`src/rtl/wdog_pkg.sv`:
```
// Package: shared control-word layout for the watchdog.
// Assumes the control word is five bits wide, with fixed bit positions.
package wdog_pkg;
    localparam int PS_W   = 3;
    localparam int CODES  = 1 << PS_W;
    localparam int CTRL_W = PS_W + 2;

    typedef struct packed {
        logic            toe;   // turn-off-enable / window open
        logic            ena;   // watchdog on
        logic [PS_W-1:0] ps;    // prescale code
    } wdog_ctrl_t;
endpackage

```
`src/rtl/wdog_ctrl.sv`:
```
// Control register with a guarded turn-off.
// Setting enable is always accepted. Clearing it needs an open window,
// which a write with toe and ena both set opens for WIN_CYCLES clocks.
// Assumes cfg writes are synchronous one-cycle strobes.
module wdog_ctrl
    import wdog_pkg::*;
#(
    parameter int WIN_CYCLES = 4
) (
    input  logic       clk,
    input  logic       rst_n,
    input  logic       wr_en,
    input  wdog_ctrl_t wr_data,
    output wdog_ctrl_t ctrl_q
);
    localparam int WIN_W = $clog2(WIN_CYCLES + 1);
    localparam logic [WIN_W-1:0] WIN_LOAD = WIN_W'(WIN_CYCLES);

    logic [WIN_W-1:0] win_cnt;
    logic             ena_q;
    logic [PS_W-1:0]  ps_q;
    logic             win_open;

    assign win_open = (win_cnt != '0);

    // Enable and prescale: set freely, clear only inside the window.
    always_ff @(posedge clk) begin
        if (!rst_n) begin
            ena_q <= 1'b0;
            ps_q  <= '0;
        end else if (wr_en) begin
            ps_q <= wr_data.ps;
            if (wr_data.ena) begin
                ena_q <= 1'b1;
            end else if (win_open) begin
                ena_q <= 1'b0;
            end
        end
    end

    // Window timer: the opening write loads it, a disable closes it, otherwise it counts down.
    always_ff @(posedge clk) begin
        if (!rst_n) begin
            win_cnt <= '0;
        end else if (wr_en && wr_data.ena && wr_data.toe) begin
            win_cnt <= WIN_LOAD;
        end else if (wr_en && !wr_data.ena && win_open) begin
            win_cnt <= '0;
        end else if (win_open) begin
            win_cnt <= win_cnt - WIN_W'(1);
        end
    end

    // Readback assembly.
    always_comb begin
        ctrl_q.toe = win_open;
        ctrl_q.ena = ena_q;
        ctrl_q.ps  = ps_q;
    end
endmodule

```
`src/rtl/wdog_limit.sv`:
```
// Timeout decode: turns the prescale code into a terminal tick count
// of 2^(BASE_LOG2+code). Assumes CNT_W > BASE_LOG2 + CODES - 1.
module wdog_limit
    import wdog_pkg::*;
#(
    parameter int BASE_LOG2 = 14,
    parameter int CNT_W     = BASE_LOG2 + CODES
) (
    input  logic [PS_W-1:0]  ps,
    output logic [CNT_W-1:0] limit
);
    logic [CNT_W-1:0] tbl [CODES];

    // One power-of-two entry per prescale code.
    for (genvar i = 0; i < CODES; i++) begin : g_code
        localparam int SH = BASE_LOG2 + i;
        assign tbl[i] = {{(CNT_W-1){1'b0}}, 1'b1} << SH;
    end

    // Select the entry for the current code.
    always_comb begin
        limit = tbl[ps];
    end
endmodule

```
`src/rtl/wdog_counter.sv`:
```
// Tick counter with restart and timeout.
// Counts ticks while enabled and holds its value while disabled.
// When count+1 reaches the limit, it wraps to zero and pulses expire for one clock.
// Uses >= so that lowering the limit below the count takes effect at once.
module wdog_counter #(
    parameter int CNT_W = 22
) (
    input  logic             clk,
    input  logic             rst_n,
    input  logic             ena,
    input  logic             tick,
    input  logic             restart,
    input  logic [CNT_W-1:0] limit,
    output logic [CNT_W-1:0] count,
    output logic             expire
);
    logic [CNT_W-1:0] count_inc;

    assign count_inc = count + CNT_W'(1);

    // Count update; restart has priority over a tick.
    always_ff @(posedge clk) begin
        if (!rst_n) begin
            count  <= '0;
            expire <= 1'b0;
        end else if (restart) begin
            count  <= '0;
            expire <= 1'b0;
        end else if (ena && tick) begin
            if (count_inc >= limit) begin
                count  <= '0;
                expire <= 1'b1;
            end else begin
                count  <= count_inc;
                expire <= 1'b0;
            end
        end else begin
            expire <= 1'b0;
        end
    end
endmodule

```
`src/rtl/wdog_top.sv`:
```
// Watchdog top level: joins the control register, the timeout decode and the counter.
// Assumes tick and kick are already synchronous to clk.
module wdog_top
    import wdog_pkg::*;
#(
    parameter int BASE_LOG2  = 14,
    parameter int WIN_CYCLES = 4
) (
    input  logic              clk,
    input  logic              rst_n,
    input  logic              cfg_wr,
    input  logic [CTRL_W-1:0] cfg_wdata,
    output logic [CTRL_W-1:0] cfg_rdata,
    input  logic              kick,
    input  logic              tick,
    output logic              reset_req
);
    localparam int CNT_W = BASE_LOG2 + CODES;

    wdog_ctrl_t       ctrl_q;
    logic [CNT_W-1:0] limit;
    logic [CNT_W-1:0] count_q;

    wdog_ctrl #(.WIN_CYCLES(WIN_CYCLES)) u_ctrl (
        .clk     (clk),
        .rst_n   (rst_n),
        .wr_en   (cfg_wr),
        .wr_data (wdog_ctrl_t'(cfg_wdata)),
        .ctrl_q  (ctrl_q)
    );

    wdog_limit #(.BASE_LOG2(BASE_LOG2), .CNT_W(CNT_W)) u_limit (
        .ps    (ctrl_q.ps),
        .limit (limit)
    );

    wdog_counter #(.CNT_W(CNT_W)) u_cnt (
        .clk     (clk),
        .rst_n   (rst_n),
        .ena     (ctrl_q.ena),
        .tick    (tick),
        .restart (kick),
        .limit   (limit),
        .count   (count_q),
        .expire  (reset_req)
    );

    assign cfg_rdata = ctrl_q;
endmodule

```
`config.mk`:
```
export PLATFORM = sky130hd
export DESIGN_NAME = wdog_top
export DESIGN_NICKNAME = d
export VERILOG_FILES = /design/src/rtl/wdog_pkg.sv /design/src/rtl/wdog_ctrl.sv /design/src/rtl/wdog_limit.sv /design/src/rtl/wdog_counter.sv /design/src/rtl/wdog_top.sv
export SDC_FILE = /design/constraint.sdc
export NUM_CORES = 1
export LEC_CHECK = 0
export ABC_AREA = 1
export BUFFER_PORTS_ARGS = -buffer_cell sky130_fd_sc_hd__buf_2
export CAP_MARGIN = 20
export CELL_PAD_IN_SITES_DETAIL_PLACEMENT = 0
export CELL_PAD_IN_SITES_GLOBAL_PLACEMENT = 1
export CORE_MARGIN = 2
export CORE_UTILIZATION = 40
export CTS_CLUSTER_SIZE = 40
export DETAILED_ROUTE_END_ITERATION = 16
export PLACE_DENSITY_LB_ADDON = 0.1
export SLEW_MARGIN = 20
export SYNTH_ARGS = -nofsm -noshare
export SYNTH_HDL_FRONTEND = slang
export SYNTH_HIERARCHICAL = 1
export SYNTH_SLANG_ARGS = --single-unit
```
`constraint.sdc`:
```
create_clock -name clk -period 3.05 [get_ports clk]
set_input_delay 0.1525 -clock clk [delete_from_list [all_inputs] [get_ports clk]]
set_output_delay 0.1525 -clock clk [all_outputs]
set_load 0.005 [all_outputs]
```
Word level (Yosys, flattened, before mapping)
Memory sizes are Yosys's and may differ from the RTL's.
Cells that the tools add are included.
{ "totals": {"ff_bits": 30, "rom_bits": 176, "input_bits": 10, "output_inout_bits": 6, "word_cells": 36, "n_memories": 1} }
{ "classes": {"addsub": 2, "n_lt_le_gt_ge": 2, "muxes": 9, "n_bitwise": 3, "reduce_logical": 13} }
{ "memory_table": {"columns": ["memory", "depth", "word_bits", "rd", "rd_clocked_by_memory_dff", "write_ports", "line", "rtl"], "rows": [
  ["(name not given)", 8, 22, 1, 0, 0, "wdog_limit.sv:22", "limit = tbl[ps];"]
]} }
{ "op_table": {"columns": ["operator", "count"], "rows": [
  ["2-to-1 mux 22 bit", 3],
  ["adder 22 x 1 -> 22 bit (second input constant)", 1],
  [">= comparator 22 bit", 1],
  ["2-to-1 mux 3 bit", 3],
  ["nonzero test 3 bit", 2],
  ["OR reduction 3 bit", 2],
  ["logical AND 1 bit", 5],
  [">= comparator 4 bit (second input constant)", 1],
  ["NOT 3 -> 4 bit", 1],
  ["2-to-1 mux 1 bit", 3],
  ["subtractor 3 x 1 -> 3 bit (second input constant)", 1],
  ["NOT 1 bit", 2],
  ["AND reduction 2 bit", 1],
  ["nonzero test 2 bit", 1],
  ["OR reduction 2 bit", 1],
  ["logical NOT 1 bit", 1]
]} }

Depth between registers and ports, before layout
Gate-level depths: netlist of run 1.
{ "depth": {"ltp_word": 6, "mapped_depth": 21, "depth_no_buf": 20} }

Hierarchy
The synthesis of run 1 kept the hierarchy.
{ "by_module_without_submodules": {"columns": ["module", "instances", "cells_each", "area_per_inst_um2", "seq_area_each_um2"], "rows": [
  ["wdog_counter", 1, 351, 2122.0, 460.4],
  ["wdog_ctrl", 1, 49, 356.6, 140.1],
  ["wdog_limit", 1, 30, 165.2, 0.0]
]} }

Worst setup path before layout of run 1
Ideal clock, no wire load.
{ "synth_path": {"kind": "register to register", "from": "reg u_cnt.count[0]", "to": "reg u_cnt.count[15]", "setup_ns": 0.117, "arrival_time_ns": 2.489, "required_ns": 2.933, "path_slack_ns": 0.444, "stages_incl_launch_ff": 21, "n_path_buf": 1, "period_less_slack_ns": 2.606, "cell_sequence": "dfxtp_1 > ha_1 > nand2_1 > nor2_2 > nand3_2 > nor2_2 > nand3_1 > and2_1 > ha_1 > nand2_1 > nor2_1 > nand2_1 > nor2_1 > nand2_1 > nand2_1 > inv_2 > nand2_1 > nand2_2 > nand2_4 > buf_6 > nor2_1"} }
{ "synth_between": {"elab_chain_len": 3} }
{ "synth_lines": {"columns": ["element", "line", "rtl"], "rows": [
  ["start: declaration", "wdog_counter.sv:14", "output logic [CNT_W-1:0] count,"],
  ["start signal: assignment", "wdog_counter.sv:34", "count <= count_inc;"],
  ["adder 22 x 1 -> 22 bit (*)", "wdog_counter.sv:19", "assign count_inc = count + CNT_W'(1);"],
  [">= comparator 22 bit", "wdog_counter.sv:30", "if (count_inc >= limit) begin"],
  ["2-to-1 mux 22 bit (*)", "wdog_counter.sv:30", null]
]} }
Every way passes the cells marked *; elsewhere a longest branch is shown, timed or not.
A chain may end at the register's enable or synchronous reset.

Worst setup path in the final report of run 1
{ "layout_path": {"from": "reg u_cnt.count[0]", "to": "reg u_cnt.count[11]"} }
The elaborated chain is that of the path after synthesis.

==> run metrics, run 1 <==
die height=85.3 um; synth unique cells=30; post-synthesis sequential area ratio=about 23%; Nets=482; Final setup viols=0; Total GRT Usage=17.3%; post-route cell area=2900 sq um; outcome=finished, final reports clean; Routed wire per std cell=10.9 um; Core ar.=around 6400 sq um; Die W=85.3 um; slowest cell on the critical path=dfxtp_1; power density over cell area=approximately 400 nW/um^2; htree depth=2; maximum vdd ir drop=0.000295 V; top cell family by delay on the critical path=simple AND/OR/NAND/NOR gates; Vias per Instance=4.46; post-place instance area=2730 sq um; clk_skew=8.15 ps; Max-slew headroom=about 66%; crit path buf inv count=3; gpl congestion=between 0.8 and 0.9; WL final=5700 um; port buffer count=15; Max Cap Viol=0; hold_buf cts=0; dpl hpwl=4590 um; worst endpoint data arrival time=2940 ps; num rows=29; DR iter-0 viols=98; post-synth design cell area=2640 sq um; initial antenna violation count=0; Crit path largest cell delay=380 ps; Clock Pin Slew Worst Setup and Hold Paths=70 ps; pins over their slew limit=0; Die ar.=approximately 7300 sq um; via count=2339; Post-synth EDFFs=0; # clock sinks=30; RSZ-0062 raised after global routing=false; vias in the first global route=between 2k and 2.5k; Yosys Warn Count=6; fmax=~360 MHz; crit path cell chain=buf_4, nand3_2, nor2_4, nand4_1, nand2_1, inv_1, ha_1, nand2_1, nor2_1, nand2_1, inv_1, nand2_1, nand3_1, nand2_1, nand2_1, nand2_2, nand2_8, nor2_1; CP Data Required Time=3220 ps; area growth from synthesis to layout=9.80%; final antenna-violating net count=0; pin count of the biggest net entering global routing=23; TritonCTS clock tree=done; TritonRoute pass-1 iters=4; drt drc=0; Initial Util=between 40 and 50%; Post-synth top cells=nand2_1 (121), inv_1 (75), nor2_1 (63), dfxtp_1 (30), ha_1 (25); Setup crit end kind=flip-flop; CP Launch Type=flip-flop; worst setup path category=flip-flop to flip-flop; ys flop type=dfxtp_1; Design Power=1170 uW; Top cell by count, worst path=nand2_1; Tightest Pin Transition=506 ps; Synth area leader=dfxtp_1; CTS Root Cell=clkbuf_8; Overflow after GRT=0; final hold violation count=0; #FFs+latches synth=30; share of layout cells above drive strength 1=roughly 11%; first-pass GRT wire length=10000 um; I/O pins=16; top post-synthesis cells by area=dfxtp_1 (23%), nand2_1 (17%), ha_1 (12%), inv_1 (11%), nor2_1 (8.9%); Worst-Skew Late Latency=280 ps; Avg Cell Area, Syn=6.15 sq um; share of the synthesized area in the top cell type=22.7%; Cells after Synth=430; Worst Hold Class=input port to flip-flop; setup tns final=0 ps; Tcrit/Tclk final=roughly nine tenths; static leakage=0.00143 uW; ys async rst share=0%; cell with the most instances after synthesis=nand2_1; minimum clock period=2770 ps; CTS max path bufs=2; crit-path max FO=19; Num CTS Buffers=5; Ant. Diodes=0
==> cell families (layout without fill, tap and decap cells) <==
group	Yosys count	count (layout)	synth area share, %
fa+ha+maj	25	25	11.8
buf+inv	101	106	17.0
flops	30	30	22.7
simple gates	233	233	37.6
mux	5	5	1.89
xor+xnor	12	12	3.98
compound gates	23	23	4.83
other cells	1	14	0.142
==> registers in the layout, indices dropped and copies added, names as in the netlist <==
name and count:
u_cnt/count 22, u_ctrl/win_cnt 3, u_cnt/expire 1, u_ctrl/ena_q 1, u_ctrl/ps_q 3
==> tightest hold or removal path, cell delays in order <==
cell    delay (ps)
buf_2           80
nor2_1          40
nor2_1          80
==> worst paths after layout <==
kind | startpoint | end | slack [ps] | cells after the start
setup / recovery | u_cnt/count[0]$_SDFFE_PP0P_ | u_cnt/count[11]$_SDFFE_PP0P_ | 280 | 18
hold / removal | cfg_wdata[2] | u_ctrl/ps_q[2]$_SDFFE_PN0P_ | 90 | 3
setup reg to reg | u_cnt/count[0]$_SDFFE_PP0P_ | u_cnt/count[11]$_SDFFE_PP0P_ | 280 | 18
hold reg to reg | u_ctrl/ena_q$_SDFFE_PN0P_ | u_ctrl/ena_q$_SDFFE_PN0P_ | 500 | 2
==> where the power goes <==
| part | internal, uW | switching [uW] |
|---|---|---|
| Clock | 349 | 164 |
| Combinational | 88.6 | 145 |
| Sequential | 413 | 15.1 |
| Total | 851 | 324 |
==> cell type report <==
class | count | area, sq um
fillers | 717 | 3480
multi-input cells | 312 | 1670
flip-flops and latches | 30 | 601
inverters | 81 | 304
well taps | 77 | 96.3
repair buffers | 17 | 90.1
clock buffers | 6 | 82.6
clock inverters | 2 | 60.1
==> per-layer routing <==
| layer | part of all wire, % | vias to the layer above | global-route usage, % |
|---|---|---|---|
| li1 | - | 1306 | - |
| met1 | 50 | 1007 | 21.9 |
| met2 | 47 | 22 | 30.0 |
| met3 | 1.8 | 4 | 2.63 |
| met4 | 1.3 | 0 | 5.63 |
| met5 | 0 | - | 0 |
==> cells in the final DEF, fill, tap and decap left out, types with 2 or more instances in the layout <==
| master | instances |
|---|---|
| a21oi_1 | 10 |
| and2_1 | 3 |
| buf_2 | 15 |
| buf_4 | 2 |
| bufinv_16 | 2 |
| clkbuf_8 | 6 |
| conb_1 | 14 |
| dfxtp_1 | 30 |
| ha_1 | 24 |
| inv_1 | 75 |
| inv_2 | 5 |
| mux2i_1 | 5 |
| nand2_1 | 121 |
| nand2_2 | 4 |
| nand3_1 | 21 |
| nand3_2 | 3 |
| nand4_1 | 6 |
| nor2_1 | 63 |
| nor2_2 | 6 |
| nor2_4 | 2 |
| nor3_1 | 2 |
| o21ai_0 | 8 |
| o21bai_1 | 2 |
| xnor2_1 | 2 |
| xor2_1 | 10 |
==> repair_timing <==
action / CTS / global route
endpoints found under the setup margin: 0 / 19
hold endpoints to repair: 0 / 0
buffers inserted: 0 / 0
resized for setup: 0 / 4
==> per-stage QoR <==
stage                     std cells  setup slack (ps)  hold WS [ps]  util (%)
after detailed placement        517               151           384      42.8
after global placement          517               217           385      42.8
after CTS                       525               130          80.0      45.0
final                           525               279          88.3      45.5
after global routing            525              15.9          95.5      45.5
after floorplan                 443               444           284         -
No activity file was read; power rests on OpenSTA's default activity.
==> inputs of run 2 (changes only) <==
--- a/config.mk
+++ b/config.mk
@@ -12,7 +12,7 @@
 export CELL_PAD_IN_SITES_GLOBAL_PLACEMENT = 1
 export CORE_MARGIN = 2
 export CORE_UTILIZATION = 40
-export CTS_CLUSTER_SIZE = 40
+export CTS_CLUSTER_SIZE = 30
 export DETAILED_ROUTE_END_ITERATION = 16
 export PLACE_DENSITY_LB_ADDON = 0.1
 export SLEW_MARGIN = 20
==> constraint.sdc (replaced) <==
create_clock -name clk -period 3.15 [get_ports clk]
set_input_delay 0.1575 -clock clk [delete_from_list [all_inputs] [get_ports clk]]
set_output_delay 0.1575 -clock clk [all_outputs]
set_load 0.005 [all_outputs]
==> run metrics, run 2 (synthesis gave the netlist of run 1 again) <==
Initial Util=41.4%; hold path start=cfg_wdata[2]; CTS Root Cell=clkbuf_8; Util after Layout=45.7%; pins over their slew limit=0; crit path cell chain=ha_4, nand2_1, nor2_2, nand3_2, nor2_2, xor2_1, inv_1, ha_1, nand2_1, inv_1, nand2_1, nand2_1, a21oi_1, nand2_1, inv_2, nand2_1, nand2_4, nand2_2, nor2_1; largest reg by FF count=u_cnt/count; minimum clock period=2840 ps; Reg power frac=between 30 and 40%; DP Worst Slack=133 ps; Int Pwr=824 uW; static leakage=0.00144 uW; Worst Hold Class=input port to flip-flop; placed cells=516; Routed wire per std cell=11.4 um; drt drc=0; register area=just over 600 sq um; RSZ-0062 raised after global routing=false; clk_skew=5.57 ps; Finished Layout Cells=526; htree depth=2; Nets=just under 500; setup ws final=306 ps; Final setup viols=0; crit-path max FO=6; TritonRoute pass-1 iters=4; final antenna-violating net count=0; biggest regs=u_cnt/count (22), u_ctrl/ps_q (3), u_ctrl/win_cnt (3); CTS max path bufs=2; first-pass GRT wire length=10200 um; slowest cell on the critical path=dfxtp_2; worst hold slack=100 ps; commonest non-fill, non-tap cell in the layout=nand2_1; area occupied by multi-input gates=1690 sq um; Clock Pin Slew Worst Setup and Hold Paths=~70 ps; TritonCTS clock tree=done; I/O pins=16; crit path launch=u_cnt/count[0]$_SDFFE_PP0P_; num rows=29; WL final=5970 um; Core ar.=6390 sq um; worst setup path category=flip-flop to flip-flop; maximum vdd ir drop=0.000306 V; dpl hpwl=4660 um; # clock sinks=30; switching portion of total power=approximately 27%; DR iter-0 viols=~100; area growth from synthesis to layout=10.3%; initial antenna violation count=0; vias in the first global route=around 2.2k; Max-slew headroom=between 50% and 60%; Die W=85.3 um; CP Launch Type=flip-flop; Clk pwr share=43.3%; Setup crit end kind=flip-flop; commonest cells after routing, fill and taps aside=nand2_1 (121), inv_1 (75), nor2_1 (63), dfxtp_1 (28), ha_1 (24); setup tns final=0 ps; worst endpoint data arrival time=between 3000 and 4000 ps; Tcrit/Tclk final=90.3%; crit path buf inv count=3; Tightest Pin Transition=737 ps; max reg flops=22; Crit path largest cell delay=390 ps; Filler cells=a little under 700; Worst-Skew Late Latency=roughly 280 ps; Top cell by count, worst path=nand2_1; Total GRT Usage=17.4%; outcome=finished, final reports clean; final hold violation count=0; via count=2388; Ant. Diodes=0; Max Cap Viol=0; Die ar.=7280 sq um; reg2reg start=u_cnt/count[0]$_SDFFE_PP0P_; fmax=~350 MHz; CP Data Required Time=3360 ps; pin count of the biggest net entering global routing=23; Overflow after GRT=0; gpl congestion=0.832; Num CTS Buffers=5; share of layout cells above drive strength 1=about an eighth; Vias per Instance=4.54; port buffer count=15; power density over cell area=just under 400 nW/um^2; combinational share of power=20.1%; die height=~85 um; Net Sw Power=slightly above 300 uW; hold_buf cts=0; top cell family by delay on the critical path=simple AND/OR/NAND/NOR gates
[run 2: cell count changes in the layout (fill, tap and decap cells not counted), sizes merged]
cell / before / now
buf: 17 / 16
nand2: 127 / 129
[run 2: repair_timing]
item / CTS / global route
setup buffers: 0 / 0
gates resized for setup: 0 / 6
setup endpoints to repair: 0 / 20
[run 2: stage by stage]
| step | total power (uW) | instance area (sq um) |
|---|---|---|
| finish | 1140 | 2920 |
| detailed placement | 647 | 2730 |
| global route | 1220 | 2920 |
| global placement | 645 | 2730 |
| floorplan | 619 | 2690 |
| CTS | 1150 | 2870 |
[run 2: path summary, 6_finish.rpt]
check	end	slack [ps]	depth (start not counted)
max reg2reg	u_cnt/count[12]$_SDFFE_PP0P_	310	19
min	u_ctrl/ps_q[2]$_SDFFE_PN0P_	100	3
min reg2reg	u_ctrl/ena_q$_SDFFE_PN0P_	490	2
max	u_cnt/count[12]$_SDFFE_PP0P_	310	19
[run 2: per-layer routing]
layer | track usage [%] | wire (um) | up-vias | part of all wire [%]
met2 | 30.8 | 2840 | 33 | 48
li1 | - | - | 1314 | -
met5 | 0 | 0 | - | 0
met1 | 22.4 | 2930 | 1039 | 49
met4 | 3.90 | 29 | 0 | 0.49
met3 | 2.63 | 174 | 2 | 2.9
[run 2: power groups by stage]
stage	sequential [uW]	combinational [uW]	clock, uW
2_1_floorplan	420	199	0
3_3_place_gp	423	222	0
3_5_place_dp	424	224	0
4_1_cts	415	225	506
5_1_grt	419	275	528
6_report	415	229	492
[run 2: final cells by class]
cell class | count | share of cell area (%)
Clock buffer | 6 | 2.83
Clock inverter | 2 | 2.06
Multi-Input combinational cell | 314 | 57.9
Timing Repair Buffer | 16 | 2.83
Inverter | 81 | 10.4
Sequential cell | 30 | 20.7
Tap cell | 77 | 3.30
[run 2: tightest hold or removal path: cells and delay by family]
kind | cells | cell delay (ps)
buffers and inverters | 1 | 80
and+or+nand+nor | 2 | 110
==> inputs of run 3 (changes only) <==
--- a/config.mk
+++ b/config.mk
@@ -18,5 +18,4 @@
 export SLEW_MARGIN = 20
 export SYNTH_ARGS = -nofsm -noshare
 export SYNTH_HDL_FRONTEND = slang
-export SYNTH_HIERARCHICAL = 1
 export SYNTH_SLANG_ARGS = --single-unit
==> constraint.sdc (replaced) <==
create_clock -name clk -period 2.75 [get_ports clk]
set_input_delay 0.1375 -clock clk [delete_from_list [all_inputs] [get_ports clk]]
set_output_delay 0.1375 -clock clk [all_outputs]
set_load 0.005 [all_outputs]
==> run metrics, run 3 <==
outcome=finished, final reports clean; post-place instance area=2830 sq um; setup tns final=0 ps; htree depth=2; DR iter-0 viols=147; largest reg by FF count=u_cnt.count; Tightest Pin Transition=825 ps; hold_buf cts=0; pin count of the biggest net entering global routing=between 40 and 50; worst hold slack=88.3 ps; num rows=28; port buffer count=15; cell with the most instances after synthesis=nand2_1; Die ar.=6670 sq um; multiplexer share of the synthesized area=0%; gpl congestion=slightly below 0.8; post-synthesis simple-gate area fraction=45.3%; Compound-Gate Fraction of Synth Area=13.3%; Worst Hold Class=input port to flip-flop; Worst-Skew Late Latency=290 ps; Final setup viols=0; Cells after Synth=369; Max Cap Viol=0; ys async rst share=0%; post-route cell area=around 3600 sq um; main combinational cell family by area after synthesis=simple AND/OR/NAND/NOR gates; Clock Pin Slew Worst Setup and Hold Paths=60 ps; worst endpoint data arrival time=2770 ps; biggest regs=u_cnt.count (22), u_ctrl.ps_q (3), u_ctrl.win_cnt (3); Post-synth EDFFs=0; RSZ-0062 raised after global routing=true; CTS max path bufs=2; Max-slew headroom=44.9%; CP Data Required Time=2900 ps; dpl hpwl=around 4600 um; setup ws final=133 ps; DP Worst Slack=-114 ps; Synth area leader=dfxtp_1; maximum vdd ir drop=0.000288 V; I/O pins=16; # clock sinks=30; top post-synthesis cells by area=dfxtp_1 (25%), nand2_1 (17%), nand3_2 (8.7%), nor2_1 (7.0%), a21oi_2 (6.5%); minimum clock period=2620 ps; area growth from synthesis to layout=48.0%; WL final=7170 um; drt drc=0; Die W=81.7 um; Yosys Warn Count=0; Avg Cell Area, Syn=around 6.5 sq um; Total GRT Usage=21.7%; fmax=382 MHz; Design Power=1120 uW; Routed wire per std cell=13.8 um; pins over their slew limit=0; Vias per Instance=4.98; area share of fa/ha/maj cells after synthesis=under 10%; Initial Util=41.0%; Post-Synth XOR/XNOR Area=less than 1%; Syn Nets=390; Filler cells=554; initial antenna violation count=0; static leakage=between 0.001 and 0.0015 uW; die height=a little over 80 um; #FFs+latches synth=30; post-synth design cell area=2410 sq um; clk_skew=6.12 ps; via count=between 2k and 3k; post-synthesis sequential area ratio=24.9%; final hold violation count=0; TritonRoute pass-1 iters=4; Overflow after GRT=0; commonest non-fill, non-tap cell in the layout=nand2_1; Tcrit/Tclk final=between 90% and 100%; Post-synth top cells=nand2_1 (110), nor2_1 (45), inv_1 (38), dfxtp_1 (30); first-pass GRT wire length=11000 um; final antenna-violating net count=0; vias in the first global route=2285; max reg flops=22; TritonCTS clock tree=done; share of the synthesized area in the top cell type=24.9%; Num CTS Buffers=5; Setup crit end kind=flip-flop; ys flop type=dfxtp_1; commonest cells after routing, fill and taps aside=nand2_1 (91), buf_4 (54), inv_1 (34), nor2_1 (34); Core ar.=5890 sq um; Nets=467; CP Launch Type=flip-flop; share of layout cells above drive strength 1=between 40% and 50%; CTS Root Cell=clkbuf_8; synth unique cells=30; worst setup path category=flip-flop to flip-flop; crit-path max FO=7; power density over cell area=313 nW/um^2; Ant. Diodes=0
[run 3: cell types whose count changed after synthesis, moves of 13 or more]
cell / previous run / this run
buf_4: 16 / 3
nand3_2: 3 / 21
inv_1: 75 / 38
nor2_1: 63 / 45
a21oi_2: 0 / 18
ha_1: 25 / 11
[run 3: layer usage]
metal / track usage (%) / share of wire (%)
met5: 0 / 0
met4: 3.50 / 0.56
met3: 4.73 / 4.3
met2: 36.1 / 48
met1: 29.3 / 47
[run 3: report_power, final]
group / leakage (uW) / internal, uW / total [uW] / switching, uW
clock: 0.0000383 / 174 / 351 / 177
sequential: 0.000256 / 450 / 467 / 16.4
combinational: 0.00115 / 130 / 298 / 168
total: 0.00144 / 755 / 1120 / 361
[run 3: path summary, 6_finish.rpt]
| check | to | depth (start not counted) | from | slack [ps] |
|---|---|---|---|---|
| max | u_cnt.expire$_SDFF_PP0_ | 19 | u_cnt.count[6]$_SDFFE_PP0P_ | 130 |
| min | u_cnt.expire$_SDFF_PP0_ | 3 | tick | 90 |
| max reg2reg | u_cnt.expire$_SDFF_PP0_ | 19 | u_cnt.count[6]$_SDFFE_PP0P_ | 130 |
| min reg2reg | u_ctrl.win_cnt[1]$_SDFFE_PP0N_ | 2 | u_ctrl.win_cnt[1]$_SDFFE_PP0N_ | 470 |
[run 3: cells by family after synthesis]
group                      count (synthesis)
and+or+nand+nor                          222
buffers and inverters                     54
AOI/OAI and AO/OA                         50
DFF                                       30
adders and majority gates                 11
xor gates and xnor gates                   2
[run 3: per-stage QoR]
stage	cells	util (%)
3_5_place_dp	488	48.0
6_report	521	60.7
3_3_place_gp	488	48.0
4_1_cts	500	51.6
5_1_grt	521	60.7
2_1_floorplan	369	-
[run 3: repair_timing]
action,CTS,global route
gates resized for setup,15,93
gates cloned,3,1
setup buffers,2,20
pin swaps,4,45
setup endpoints to repair,22,23
[run 3: worst max-delay path, cell delays in order, from the launching register on]
cell	delay, ps
dfxtp_4	400
nand2_4	80
nor2_4	110
buf_4	120
nand3_1	110
buf_4	180
nor2_1	80
nand2_1	70
nand2_1	90
ha_1	230
inv_1	80
nor2_1	40
o21ai_0	130
nand2_1	110
a21oi_4	240
buf_12	170
buf_4	120
nand2_4	40
nand3_2	50
nor2_1	40
[run 3: area by class of cell]
cell class	instances	area [sq um]	share of cell area, %
flip-flops and latches	30	643	18.0
repair buffers	80	653	18.3
well taps	75	93.8	2.63
multi-input cells	288	1950	54.5
clock buffers	7	76.3	2.14
inverters	41	159	4.45
